--- config.mk ---
export PLATFORM = sky130hd
export DESIGN_NAME = pgwalk_top
export DESIGN_NICKNAME = d
export VERILOG_FILES = /design/src/rtl/pgwalk_pkg.sv /design/src/rtl/pgwalk_ent_addr.sv /design/src/rtl/pgwalk_ctl.sv /design/src/rtl/pgwalk_top.sv
export SDC_FILE = /design/constraint.sdc
export NUM_CORES = 1
export LEC_CHECK = 0
export ABC_AREA = 1
export BUFFER_PORTS_ARGS = -buffer_cell sky130_fd_sc_hd__buf_2
export CORE_ASPECT_RATIO = 1.25
export CORE_UTILIZATION = 55
export DETAILED_ROUTE_END_ITERATION = 8
export PLACE_DENSITY = 0.86
export RECOVER_POWER = 25
export SYNTH_ARGS = -nofsm -noshare
export SYNTH_HDL_FRONTEND = slang
export SYNTH_SLANG_ARGS = --single-unit
--- constraint.sdc ---
create_clock -name clk -period 11.35 [get_ports clk]
set_clock_uncertainty 0.1 [all_clocks]
set_input_delay 2.27 -clock clk [delete_from_list [all_inputs] [get_ports clk]]
set_output_delay 2.27 -clock clk [all_outputs]
set_load 0.01 [all_outputs]
--- src/rtl/pgwalk_pkg.sv ---
package pgwalk_pkg;
  localparam int unsigned ADDR_W   = 32;
  localparam int unsigned IDX_W    = 10;
  localparam int unsigned OFF_W    = 12;
  localparam int unsigned ENT_LG   = 2;
  localparam int unsigned FRAME_W  = ADDR_W - OFF_W;
  localparam int unsigned DIR_LSB  = OFF_W + IDX_W;
  localparam int unsigned TBL_LSB  = OFF_W;
  localparam int unsigned PRES_BIT = 0;

  typedef enum logic [2:0] {
    ST_IDLE  = 3'd0,
    ST_DIR   = 3'd1,
    ST_TBL   = 3'd2,
    ST_DONE  = 3'd3,
    ST_FAULT = 3'd4
  } walk_st_e;
endpackage

--- src/rtl/pgwalk_ent_addr.sv ---
module pgwalk_ent_addr
  import pgwalk_pkg::*;
#(
  parameter int unsigned FRM_W = FRAME_W,
  parameter int unsigned IW    = IDX_W,
  parameter int unsigned ELG   = ENT_LG
) (
  input  logic [FRM_W-1:0]        frame,
  input  logic [IW-1:0]           idx,
  output logic [FRM_W+IW+ELG-1:0] ent_addr
);
  // each entry is 2**ELG bytes: base frame, then index scaled by entry size
  assign ent_addr = {frame, idx, {ELG{1'b0}}};
endmodule

--- src/rtl/pgwalk_ctl.sv ---
module pgwalk_ctl
  import pgwalk_pkg::*;
(
  input  logic     clk,
  input  logic     rst_n,
  input  logic     accept,
  input  logic     pg_en,
  input  logic     rd_valid,
  input  logic     present,
  output walk_st_e state_q,
  output logic     rd_issue
);
  walk_st_e state_d;
  logic     issued_q, issued_d;

  always_comb begin
    state_d = state_q;
    unique case (state_q)
      ST_IDLE:  if (accept)   state_d = pg_en ? ST_DONE : ST_DIR;
      ST_DIR:   if (rd_valid) state_d = present ? ST_TBL : ST_FAULT;
      ST_TBL:   if (rd_valid) state_d = present ? ST_DONE : ST_FAULT;
      ST_DONE:  state_d = ST_IDLE;
      ST_FAULT: state_d = ST_IDLE;
      default:  state_d = ST_IDLE;
    endcase
  end

  // a fresh state starts with its read not yet sent
  assign issued_d = (state_d == state_q);
  assign rd_issue = ((state_q == ST_DIR) || (state_q == ST_TBL)) && !issued_q;

  always_ff @(posedge clk or negedge rst_n) begin
    if (!rst_n) begin
      state_q  <= ST_IDLE;
      issued_q <= 1'b0;
    end else begin
      state_q  <= state_d;
      issued_q <= issued_d;
    end
  end
endmodule

--- src/rtl/pgwalk_top.sv ---
module pgwalk_top
  import pgwalk_pkg::*;
(
  input  logic              clk,
  input  logic              rst_n,
  input  logic              req_valid,
  output logic              req_ready,
  input  logic [ADDR_W-1:0] req_lin,
  input  logic [ADDR_W-1:0] cr_base,
  input  logic              pg_en,
  output logic              mem_rd_en,
  output logic [ADDR_W-1:0] mem_rd_addr,
  input  logic              mem_rd_valid,
  input  logic [ADDR_W-1:0] mem_rd_data,
  output logic              rsp_valid,
  output logic [ADDR_W-1:0] rsp_phys,
  output logic              rsp_fault,
  output logic              rsp_fault_lvl
);
  // reset: asserted asynchronously, released on the clock
  logic [1:0] rst_sync_q;
  logic       rst_int_n;

  always_ff @(posedge clk or negedge rst_n) begin
    if (!rst_n) rst_sync_q <= 2'b00;
    else        rst_sync_q <= {rst_sync_q[0], 1'b1};
  end
  assign rst_int_n = rst_sync_q[1];

  walk_st_e state_q;
  logic     rd_issue, accept, present;

  logic [ADDR_W-1:0]  lin_q, phys_q, phys_d;
  logic [FRAME_W-1:0] base_q, nxt_q;
  logic               lvl_q, lvl_d;
  logic               lin_en, nxt_en, phys_en, lvl_en;
  logic [ADDR_W-1:0]  dir_addr, tbl_addr;

  assign req_ready = (state_q == ST_IDLE) && rst_int_n;
  assign accept    = req_valid && req_ready;
  assign present   = mem_rd_data[PRES_BIT];

  pgwalk_ctl u_ctl (
    .clk      (clk),
    .rst_n    (rst_int_n),
    .accept   (accept),
    .pg_en    (!pg_en),
    .rd_valid (mem_rd_valid),
    .present  (present),
    .state_q  (state_q),
    .rd_issue (rd_issue)
  );

  pgwalk_ent_addr u_dir_addr (
    .frame    (base_q),
    .idx      (lin_q[DIR_LSB +: IDX_W]),
    .ent_addr (dir_addr)
  );

  pgwalk_ent_addr u_tbl_addr (
    .frame    (nxt_q),
    .idx      (lin_q[TBL_LSB +: IDX_W]),
    .ent_addr (tbl_addr)
  );

  // clock enables for the datapath registers
  assign lin_en  = accept;
  assign nxt_en  = (state_q == ST_DIR) && mem_rd_valid;
  assign phys_en = accept || ((state_q == ST_TBL) && mem_rd_valid);
  assign lvl_en  = mem_rd_valid && ((state_q == ST_DIR) || (state_q == ST_TBL));

  always_comb begin
    phys_d = req_lin;
    if (state_q == ST_TBL)
      phys_d = {mem_rd_data[ADDR_W-1:OFF_W], lin_q[OFF_W-1:0]};
  end
  assign lvl_d = (state_q == ST_TBL);

  always_ff @(posedge clk or negedge rst_int_n) begin
    if (!rst_int_n) begin
      lin_q  <= '0;
      base_q <= '0;
      nxt_q  <= '0;
      phys_q <= '0;
      lvl_q  <= 1'b0;
    end else begin
      if (lin_en) begin
        lin_q  <= req_lin;
        base_q <= cr_base[ADDR_W-1:OFF_W];
      end
      if (nxt_en)  nxt_q  <= mem_rd_data[ADDR_W-1:OFF_W];
      if (phys_en) phys_q <= phys_d;
      if (lvl_en)  lvl_q  <= lvl_d;
    end
  end

  assign mem_rd_en     = rd_issue;
  assign mem_rd_addr   = (state_q == ST_TBL) ? tbl_addr : dir_addr;
  assign rsp_valid     = (state_q == ST_DONE) || (state_q == ST_FAULT);
  assign rsp_fault     = (state_q == ST_FAULT);
  assign rsp_phys      = (state_q == ST_DONE) ? phys_q : '0;
  assign rsp_fault_lvl = (state_q == ST_FAULT) && lvl_q;
endmodule

==> tab_implementation.tex <==
\begin{tabular}{lr}
\hline
Metric & Value \\
\hline
\multicolumn{2}{l}{\textbf{Outcome}} \\
\quad Run status & complete, but fails checks \\
\quad Violations in the final reports & max-capacitance violations, max-slew violations \\
\multicolumn{2}{l}{\textbf{Route}} \\
\quad Remaining number of nets flagged by the antenna check after routing & 0 \\
\quad Post-DR vias/cell & 5.10 \\
\quad Post-detailed-route wirelength per cell & 14.8 um \\
\quad Number of violations reported at the end of detailed-routing iteration 0 & approximately 310 \\
\quad Final routed wirelength across all metal layers & 12.3 mm \\
\quad Number of vias after detailed routing & 4262 \\
\quad Final routed DRC violation total & 0 \\
\quad Detailed-router iteration count before antenna repair & 5 \\
\multicolumn{2}{l}{\textbf{Yosys}} \\
\quad Mapped Area & between 0.005 and 0.006 sq mm \\
\quad Most frequent cells after synthesis & sky130\_fd\_sc\_hd\_\_nand2\_1 (157), sky130\_fd\_sc\_hd\_\_dfrtp\_1 (111), sky130\_fd\_sc\_hd\_\_inv\_1 (73) \\
\quad Cell types occupying the most area after synthesis & sky130\_fd\_sc\_hd\_\_dfrtp\_1 (53\%), sky130\_fd\_sc\_hd\_\_nand2\_1 (11\%), sky130\_fd\_sc\_hd\_\_mux2\_4 (7.4\%) \\
\quad Compound-cell area share of the yosys netlist & between 10\% and 20\% \\
\quad Synthesized area per cell & roughly 9.0 sq um \\
\quad Synthesized-area fraction occupied by adder cells & 0\% \\
\quad Number of register bits inferred by synthesis & 111 \\
\quad Cell type contributing the most total cell area after synthesis & sky130\_fd\_sc\_hd\_\_dfrtp\_1 \\
\quad FFs w/ async S/R, synth & between 90\% and 100\% \\
\quad Count of unique library cells instantiated by Yosys & 23 \\
\quad Simple-Gate Fraction of Synth Area & between 10\% and 20\% \\
\quad Synthesized instance count & 582 \\
\quad Multiplexer fraction of the synthesized cell area & roughly a tenth \\
\quad EDFF count, synth & 0 \\
\quad Sequential-to-total area share from yosys stat & a little over half \\
\quad Combinational family with the most area after synthesis & simple AND/OR/NAND/NOR gates \\
\quad Synth Area in XOR/XNOR & 0\% \\
\quad Top-area cell type share of the netlist area & between 50\% and 60\% \\
\quad Synth warnings & 0 \\
\quad Flip-flop cell with the highest count after synthesis & sky130\_fd\_sc\_hd\_\_dfrtp\_1 \\
\quad Most common cell in the synthesized netlist & sky130\_fd\_sc\_hd\_\_nand2\_1 \\
\multicolumn{2}{l}{\textbf{Global route}} \\
\quad Number of antenna violations at the first check in global routing & 0 \\
\quad Overall overflow remaining after global route & 0 \\
\quad First-pass GRT wire length & 19.9 mm \\
\quad GRT Overall Usage & a little over a quarter \\
\quad Number of global-route vias before repair & approximately 4100 \\
\quad Largest net degree at the start of global routing & 75 \\
\multicolumn{2}{l}{\textbf{Worst setup path}} \\
\quad Critical path data arrival time & between 3 and 4 ns \\
\quad Startpoint type of the worst setup path & flip-flop \\
\quad Critical Path Fanout Max & 46 \\
\quad Crit path max-delay cell type & sky130\_fd\_sc\_hd\_\_inv\_2 \\
\quad Kind of capture point of the worst setup path & primary output \\
\quad Delay of the slowest cell on the worst path & 0.87 ns \\
\quad CP Cell Sequence & inv\_2 -> nand3\_2 -> inv\_2 -> buf\_4 -> nand2\_1 -> nand2\_1 -> buf\_2 \\
\quad Required time at the worst-slack endpoint & approximately 9 ns \\
\quad Crit Path Class & reg -> out \\
\multicolumn{2}{l}{\textbf{Clock tree}} \\
\quad Post-CTS sizing & 0 \\
\quad Post-CTS setup buffer count & 0 \\
\quad Longest Clk Path Bufs & 2 \\
\quad Root buffer cell & sky130\_fd\_sc\_hd\_\_clkbuf\_16 \\
\quad Number of buffers created by CTS & 9 \\
\quad TritonCTS clock tree & built \\
\quad Number of H-tree levels & 3 \\
\quad Reg clk slew, reported paths & $\sim$0.07 ns \\
\quad Clock sink total & 111 \\
\quad Worst-skew pair later-pin latency & roughly 0.34 ns \\
\quad Hold bufs inserted after CTS & 0 \\
\multicolumn{2}{l}{\textbf{STA}} \\
\quad Final setup slack of the worst path & 5.63 ns \\
\quad Transition time at the pin with the least slew margin & 3.94 ns \\
\quad Period minus WS final & approximately 5.7 ns \\
\quad Max-slew violations & 75 \\
\quad Final-layout setup total negative slack & 0 ns \\
\quad RSZ-0062 raised after global routing & no \\
\quad Count of endpoints failing setup in the final report & 0 \\
\quad Final worst-path cycle share & about half \\
\quad Max-slew headroom & -163\% \\
\quad Highest achievable clock rate & between 150 and 200 MHz \\
\quad Count of final hold-check violations & 0 \\
\multicolumn{2}{l}{\textbf{Pwr}} \\
\quad Worst-case vdd ir drop & between 0.15 and 0.2 mV \\
\quad Pwr per Cell Area & approximately 270 mW/mm\^{}2 \\
\quad Static Leak & roughly 3.4 nW \\
\multicolumn{2}{l}{\textbf{Place}} \\
\quad Cell area after placement & 0.00597 sq mm \\
\quad Pre-CTS worst setup slack & around 6.0 ns \\
\quad Total of buffers placed on input and output ports & approximately 140 \\
\quad DPL Wire Length & approximately 8.4 mm \\
\quad Final Wtd Congestion & between 0.8 and 0.9 \\
\multicolumn{2}{l}{\textbf{Run}} \\
\quad Count of maximum capacitance violations & 1 \\
\multicolumn{2}{l}{\textbf{Floorplan}} \\
\quad Starting Density & between 50 and 60\% \\
\quad Top-level port count & between 150 and 200 \\
\quad Die footprint & about 0.0099 sq mm \\
\quad Die width & about 89 um \\
\quad Row count & 39 \\
\quad Floorplan Core Area & 0.00922 sq mm \\
\quad Die Y-Extent & $\sim$110 um \\
\multicolumn{2}{l}{\textbf{Finish}} \\
\quad Ant diodes & 0 \\
\quad Layout cells sized above 1 & approximately 29\% \\
\quad Area grow syn2layout & 19.7\% \\
\quad Post-layout net count & slightly above 800 \\
\quad Summed area of non-filler cells in the final layout & 0.00628 sq mm \\
\multicolumn{2}{l}{\textbf{Hold path}} \\
\quad Path category of the worst min-delay check & reg -> reg \\
\hline
\end{tabular}
## cell type report
class,instances,area (sq um)
flip-flops and latches,111,2780
fillers,751,2940
clock inverters,5,81.3
inverters,76,285
well taps,123,154
repair buffers,148,746
multi-input cells,361,2000
clock buffers,11,243
## layout by cell type, fill, tap and decap left out
master,n
sky130_fd_sc_hd__clkbuf_8,1
sky130_fd_sc_hd__nand3_4,1
sky130_fd_sc_hd__o21ai_0,52
sky130_fd_sc_hd__nor2_1,49
sky130_fd_sc_hd__inv_1,73
sky130_fd_sc_hd__inv_2,3
sky130_fd_sc_hd__buf_4,3
sky130_fd_sc_hd__mux2_2,14
sky130_fd_sc_hd__nand4_1,2
sky130_fd_sc_hd__nand3_1,4
sky130_fd_sc_hd__clkbuf_1,3
sky130_fd_sc_hd__nand2_2,1
sky130_fd_sc_hd__buf_2,143
sky130_fd_sc_hd__clkbuf_16,9
sky130_fd_sc_hd__o21ai_1,6
sky130_fd_sc_hd__a21oi_1,10
sky130_fd_sc_hd__clkinv_2,1
sky130_fd_sc_hd__o211ai_1,32
sky130_fd_sc_hd__bufinv_16,2
sky130_fd_sc_hd__nor2_2,1
sky130_fd_sc_hd__nand2_1,157
sky130_fd_sc_hd__mux2_4,26
sky130_fd_sc_hd__conb_1,3
sky130_fd_sc_hd__nor3_1,2
sky130_fd_sc_hd__clkinv_4,1
sky130_fd_sc_hd__nand3_2,1
sky130_fd_sc_hd__dfrtp_1,111
sky130_fd_sc_hd__clkinvlp_4,1
## metal layers
metal,routed length (um),GRT usage [%]
met1,5320,34.5
met2,6240,43.1
met3,565,4.77
met4,222,9.42
met5,0,0
## metrics by stage
step	power [mW]	hold slack, ns	cells	util (%)
final	1.72	0.255	835	68.1
after CTS	1.73	0.207	835	68.2
after global placement	1.34	0.195	819	64.7
after detailed placement	1.38	0.201	819	64.7
after floorplan	1.17	0.231	583	-
after global routing	1.85	0.259	835	68.1
## worst paths after layout
check	from	endpoint	slack [ns]	cells after the start
worst max register to register	rst_sync_q[1]	phys_q[15]	6.26	1
max in group asynchronous	rst_sync_q[1]	phys_q[15]	6.26	1
min in group asynchronous	rst_sync_q[1]	u_ctl.state_q[0]	0.50	0
worst min-delay path	rst_sync_q[0]	rst_sync_q[1]	0.25	0
worst min register to register	rst_sync_q[0]	rst_sync_q[1]	0.25	0
worst max-delay path	u_ctl.state_q[2]	mem_rd_addr[16]	5.63	7
## registers in the layout (all words and copies together) (netlist names)
register        cells
rst_sync_q          2
base_q             20
phys_q             32
nxt_q              20
u_ctl.state_q       3
lvl_q               1
lin_q              32
u_ctl.issued_q      1
## cells by family after synthesis
| family | Yosys count |
|---|---|
| compound gates | 100 |
| buf+inv | 111 |
| flops | 111 |
| mux | 40 |
| other cells | 2 |
| simple gates | 218 |
## where the power goes
part / switching [mW] / internal, mW / total (mW)
clock: 0.140 / 0.200 / 0.340
sequential: 0.0928 / 0.587 / 0.680
combinational: 0.399 / 0.296 / 0.695
## critical path: cells and delay by family (launching register included)
kind | cells | cell delay, ns
buffers and inverters | 4 | 1.66
and+or+nand+nor | 3 | 0.88
DFF | 1 | 0.45
Power figures use the tool's default switching activity.
